$ cat config.mk
export PLATFORM = sky130hd
export DESIGN_NAME = vcm_mult
export DESIGN_NICKNAME = d
export VERILOG_FILES = /design/src/rtl/vcm_pkg.sv /design/src/rtl/vcm_ctrl.sv /design/src/rtl/vcm_datapath.sv /design/src/rtl/vcm_mult.sv
export SDC_FILE = /design/constraint.sdc
export NUM_CORES = 1
export LEC_CHECK = 0
export BUFFER_PORTS_ARGS = -buffer_cell sky130_fd_sc_hd__buf_2
export CORE_MARGIN = 3
export CORE_UTILIZATION = 45
export CTS_CLUSTER_DIAMETER = 100
export CTS_CLUSTER_SIZE = 16
export DETAILED_ROUTE_END_ITERATION = 12
export MAX_ROUTING_LAYER = met4
export PLACE_DENSITY = 0.74
export SLEW_MARGIN = 10
export SYNTH_ARGS = -nofsm -noshare
export SYNTH_HDL_FRONTEND = slang
export SYNTH_SLANG_ARGS = --single-unit
$ cat constraint.sdc
create_clock -name clk -period 14.5 [get_ports clk]
set_input_delay 4.35 -clock clk [delete_from_list [all_inputs] [get_ports clk]]
set_output_delay 4.35 -clock clk [all_outputs]
set_load 0.02 [all_outputs]
$ cat src/rtl/vcm_pkg.sv
package vcm_pkg;
  // strobes from the control half to the datapath register
  typedef struct packed {
    logic clear;
    logic capture;
  } vcmStrobe_t;
endpackage

$ cat src/rtl/vcm_ctrl.sv
module vcm_ctrl
  import vcm_pkg::*;
#(
  parameter bit REGISTERED = 1'b1
) (
  input  logic       clk,
  input  logic       rst,
  input  logic       inValid,
  output vcmStrobe_t strobe,
  output logic       outValid
);
  // reset wins over a capture request
  assign strobe.clear   = rst;
  assign strobe.capture = inValid & ~rst;

  generate
    if (REGISTERED) begin : gRegValid
      logic validQ;
      always_ff @(posedge clk) begin
        if (rst) validQ <= 1'b0;
        else     validQ <= inValid;
      end
      assign outValid = validQ;
    end else begin : gPassValid
      assign outValid = inValid;
    end
  endgenerate
endmodule

$ cat src/rtl/vcm_datapath.sv
module vcm_datapath
  import vcm_pkg::*;
#(
  parameter int  W          = 4,
  parameter bit  REGISTERED = 1'b1
) (
  input  logic           clk,
  input  vcmStrobe_t     strobe,
  input  logic [W-1:0]   opA,
  input  logic [W-1:0]   opB,
  output logic [2*W-1:0] prodNow,
  output logic [2*W-1:0] prodReg
);
  localparam int PW    = 2 * W;
  localparam int NCOL  = PW - 1;
  // a column holds at most W cross bits plus a carry below 2W
  localparam int SW    = $clog2(PW) + 1;

  // all columns summed from index-matched cross products, then one carry pass
  always_comb begin
    logic [SW-1:0] carry;
    logic [SW-1:0] colSum;
    carry   = '0;
    prodNow = '0;
    for (int k = 0; k < NCOL; k++) begin
      colSum = carry;
      for (int i = 0; i < W; i++) begin
        for (int j = 0; j < W; j++) begin
          if (i + j == k) colSum = colSum + SW'(opA[i] & opB[j]);
        end
      end
      prodNow[k] = colSum[0];
      carry      = colSum >> 1;
    end
    prodNow[PW-1] = carry[0];
  end

  generate
    if (REGISTERED) begin : gOutReg
      logic [PW-1:0] prodQ;
      always_ff @(posedge clk) begin
        if (strobe.clear)        prodQ <= '0;
        else if (strobe.capture) prodQ <= prodNow;
      end
      assign prodReg = prodQ;
    end else begin : gNoReg
      assign prodReg = prodNow;
    end
  endgenerate
endmodule

$ cat src/rtl/vcm_mult.sv
module vcm_mult
  import vcm_pkg::*;
#(
  parameter int W          = 4,
  parameter bit REGISTERED = 1'b1
) (
  input  logic           clk,
  input  logic           rst,
  input  logic           inValid,
  input  logic [W-1:0]   opA,
  input  logic [W-1:0]   opB,
  output logic [2*W-1:0] prodNow,
  output logic [2*W-1:0] prodReg,
  output logic           outValid
);
  vcmStrobe_t strobe;

  vcm_ctrl #(.REGISTERED(REGISTERED)) uCtrl (
    .clk(clk), .rst(rst), .inValid(inValid),
    .strobe(strobe), .outValid(outValid)
  );

  vcm_datapath #(.W(W), .REGISTERED(REGISTERED)) uData (
    .clk(clk), .strobe(strobe), .opA(opA), .opB(opB),
    .prodNow(prodNow), .prodReg(prodReg)
  );
endmodule

==> flow_metrics.py <==
metrics = {
    "timing": {
        "rsz0062_at_grt": "no",
        "finalHoldViolCount": 0,
        "finalCritPeriodShare_pct": 92.1,
        "setup_tns_ns": 0,
        "slew_headroom_pct": 83.8,
        "fmax_mhz": 74.9,
        "min_period_ns": 13.35,
        "drv_slew": 0,
        "finalClockSkew_ns": 0,
        "tightest_slew_ns": 0.242,
        "finalSetupViolations": 0,
    },
    "clock_network": {
        "cts.sink_count": 9,
        "post_cts_buffers": 0,
        "cts_buffers": 3,
        "clk_latency_ns": 0.26,
        "clkSlewWorstSetupHoldPaths_ns": 0.06,
        "cts_resized": 0,
        "htreeDepth": 1,
        "cts_tree": "built",
        "clockBufferDepth": 2,
        "ctsHoldBuffers": 0,
        "cts-root-buf": "clkbuf_4",
    },
    "run_status": {
        "outcome": "complete, no violations",
    },
    "flow_run": {
        "cap_violations": 0,
    },
    "yosys": {
        "ys_types": 14,
        "async_reset_ff_share_pct": 0,
        "synth_warnings": 0,
        "synth_edf_count": 0,
        "yosysTopAreaCell": "dfxtp_1",
        "yosys_most_used_dff": "dfxtp_1",
        "ys_top_cells_by_area": "dfxtp_1 27%, fa_1 24%, and2_1 9.5%",
        "synth_cells": 67,
        "synth_area_sq_um": 658,
        "ys_seq_elements": 9,
        "yosysMostFrequentCell": "inv_1",
        "seq_area_frac_synth_pct": 27.4,
        "synth_top_area_share_pct": 27.4,
        "avgSynthCellArea_sq_um": 9.82,
        "synth_commonest_cells": "11 x inv_1, 10 x and2_1, 9 x dfxtp_1",
        "synth_fp_nets": 90,
    },
    "floorplan": {
        "die_y_um": 44.2,
        "core_sq_um": 1330,
        "die-area_sq_um": 1960,
        "floorplan.io_pins": 28,
        "rows": 13,
        "die_w_um": 44.2,
        "initial_utilization_pct": 49.3,
    },
    "cells_and_area": {
        "area_growth_syn_to_layout_pct": 24.5,
        "n_antenna_cell": 0,
        "fin_nets": 120,
        "multi_input_area_sq_um": 418,
        "drive_gt1_share_pct": 32.3,
        "fillers": 121,
        "regArea_sq_um": 180,
    },
    "placed_design": {
        "port_buffers": 27,
        "place_hpwl_mm": 1.10,
        "routabilityCongestion": 0.820,
    },
    "route": {
        "drt-initial-drc-count": 8,
        "drc_errors": 0,
        "ant_nets": 0,
        "vias_per_cell": 4.81,
        "wl_mm": 1.26,
        "vias": 534,
        "first_pass_iters": 4,
        "wire_per_inst_um": 11.3,
    },
    "power": {
        "irDropWorstVdd_mv": 0.0729,
        "p_total_uw": 80.1,
        "p_per_area_nw_per_um2": 97.8,
        "p_leak_nw": 0.458,
    },
    "worst_setup_path": {
        "crit_type": "in2out",
        "crit_arrival_ns": 9.00,
        "path_common_cell": "fa_1",
        "critPathMaxStageDelay_ns": 0.53,
        "slowest_stage": "fa_1",
        "critPathLaunchType": "input port",
        "crit_path_end_kind": "output pin",
        "rrSetupSlack_ns": 13.82,
        "critPathRequiredTime_ns": 10.15,
        "crit_chain": "buf_2, and2_1, ha_1, inv_1, fa_1, inv_1, ha_1, ha_1, inv_1, fa_1, fa_1, inv_1, fa_1, ha_1, inv_1, fa_1, inv_1, fa_1, fa_1, buf_2",
        "crit_fanout": 4,
    },
    "global_routing": {
        "grt_antenna_before_repair": 0,
        "grt_usage_pct": 15.7,
        "grt_pass1_wl_mm": 2.23,
        "overflow": 0,
        "grt_pass1_vias": 557,
        "grt_max_degree": 11,
    },
    "hold_path": {
        "hp-class": "reg2reg",
    },
}
==> path summary, 6_finish.rpt <==
| kind | start | to | depth (start not counted) |
|---|---|---|---|
| worst max register to register | uData.prodReg[0]$_SDFFE_PP0P_ | uData.prodReg[0]$_SDFFE_PP0P_ | 2 |
| worst max-delay path | opA[1] | prodNow[6] | 20 |
| worst min-delay path | uData.prodReg[2]$_SDFFE_PP0P_ | uData.prodReg[2]$_SDFFE_PP0P_ | 2 |
| worst min register to register | uData.prodReg[2]$_SDFFE_PP0P_ | uData.prodReg[2]$_SDFFE_PP0P_ | 2 |
==> flip-flops by register name (all words and copies together), names as in the netlist <==
register	flops
uCtrl.outValid	1
uData.prodReg	8
==> through the flow <==
step / setup slack, ns / hold WS (ns) / cells / util [%] / cell area (sq um)
CTS: 1.12 / 0.492 / 111 / 61.4 / 820
finish: 1.15 / 0.487 / 111 / 61.4 / 820
detailed placement: 1.14 / 0.473 / 107 / 59.5 / 793
global route: 0.941 / 0.522 / 111 / 61.4 / 820
floorplan: 1.44 / 0.563 / 67 / - / 658
global placement: 1.18 / 0.468 / 107 / 59.5 / 793
==> metal layers <==
layer / share of wire (%) / GRT usage [%]
met5: 0 / -
met1: 39 / 16.8
met4: 0.48 / 3.61
met3: 7.0 / 6.50
met2: 54 / 26.7
==> report_power, final <==
part | total [mW] | switching (mW) | internal [mW] | leakage (nW)
Combinational | 0.0329 | 0.0202 | 0.0127 | 0.369
Clock | 0.0193 | 0.00866 | 0.0106 | 0.0150
Sequential | 0.0280 | 0.000967 | 0.0270 | 0.0740
Total | 0.0801 | 0.0298 | 0.0503 | 0.458
==> cells in the final DEF (no fill, tap or decap), drive strengths merged <==
cell type / n
a211oi: 1
a21o: 1
and2: 10
fa: 8
ha: 4
dfxtp: 9
nor2: 7
buf: 27
clkbuf: 4
inv: 11
nor3b: 1
nor2b: 1
nand2: 6
mux2i: 6
==> final cells by class <==
cell class                 instances  area share, %
clock buffer                       4           3.21
inverter                          11           5.04
multi-input combinational         45           51.0
sequential                         9           22.0
tap                               15           2.29
timing repair buffer              27           16.5
==> critical path, delay by kind of cell <==
family / cells / cell delay [ns]
AND/OR/NAND/NOR: 1 / 0.13
adder cells (fa/ha/maj): 11 / 3.98
buffers and inverters: 8 / 0.56
==> kinds of logic after synthesis <==
kind of cell | Yosys count | share of synthesized area, %
buffers and inverters | 13 | 9.13
AOI/OAI and AO/OA | 2 | 2.28
and+or+nand+nor | 25 | 20.2
adders and majority gates | 12 | 31.9
DFF | 9 | 27.4
muxes | 6 | 9.13
(Power assumes the default switching activity.)
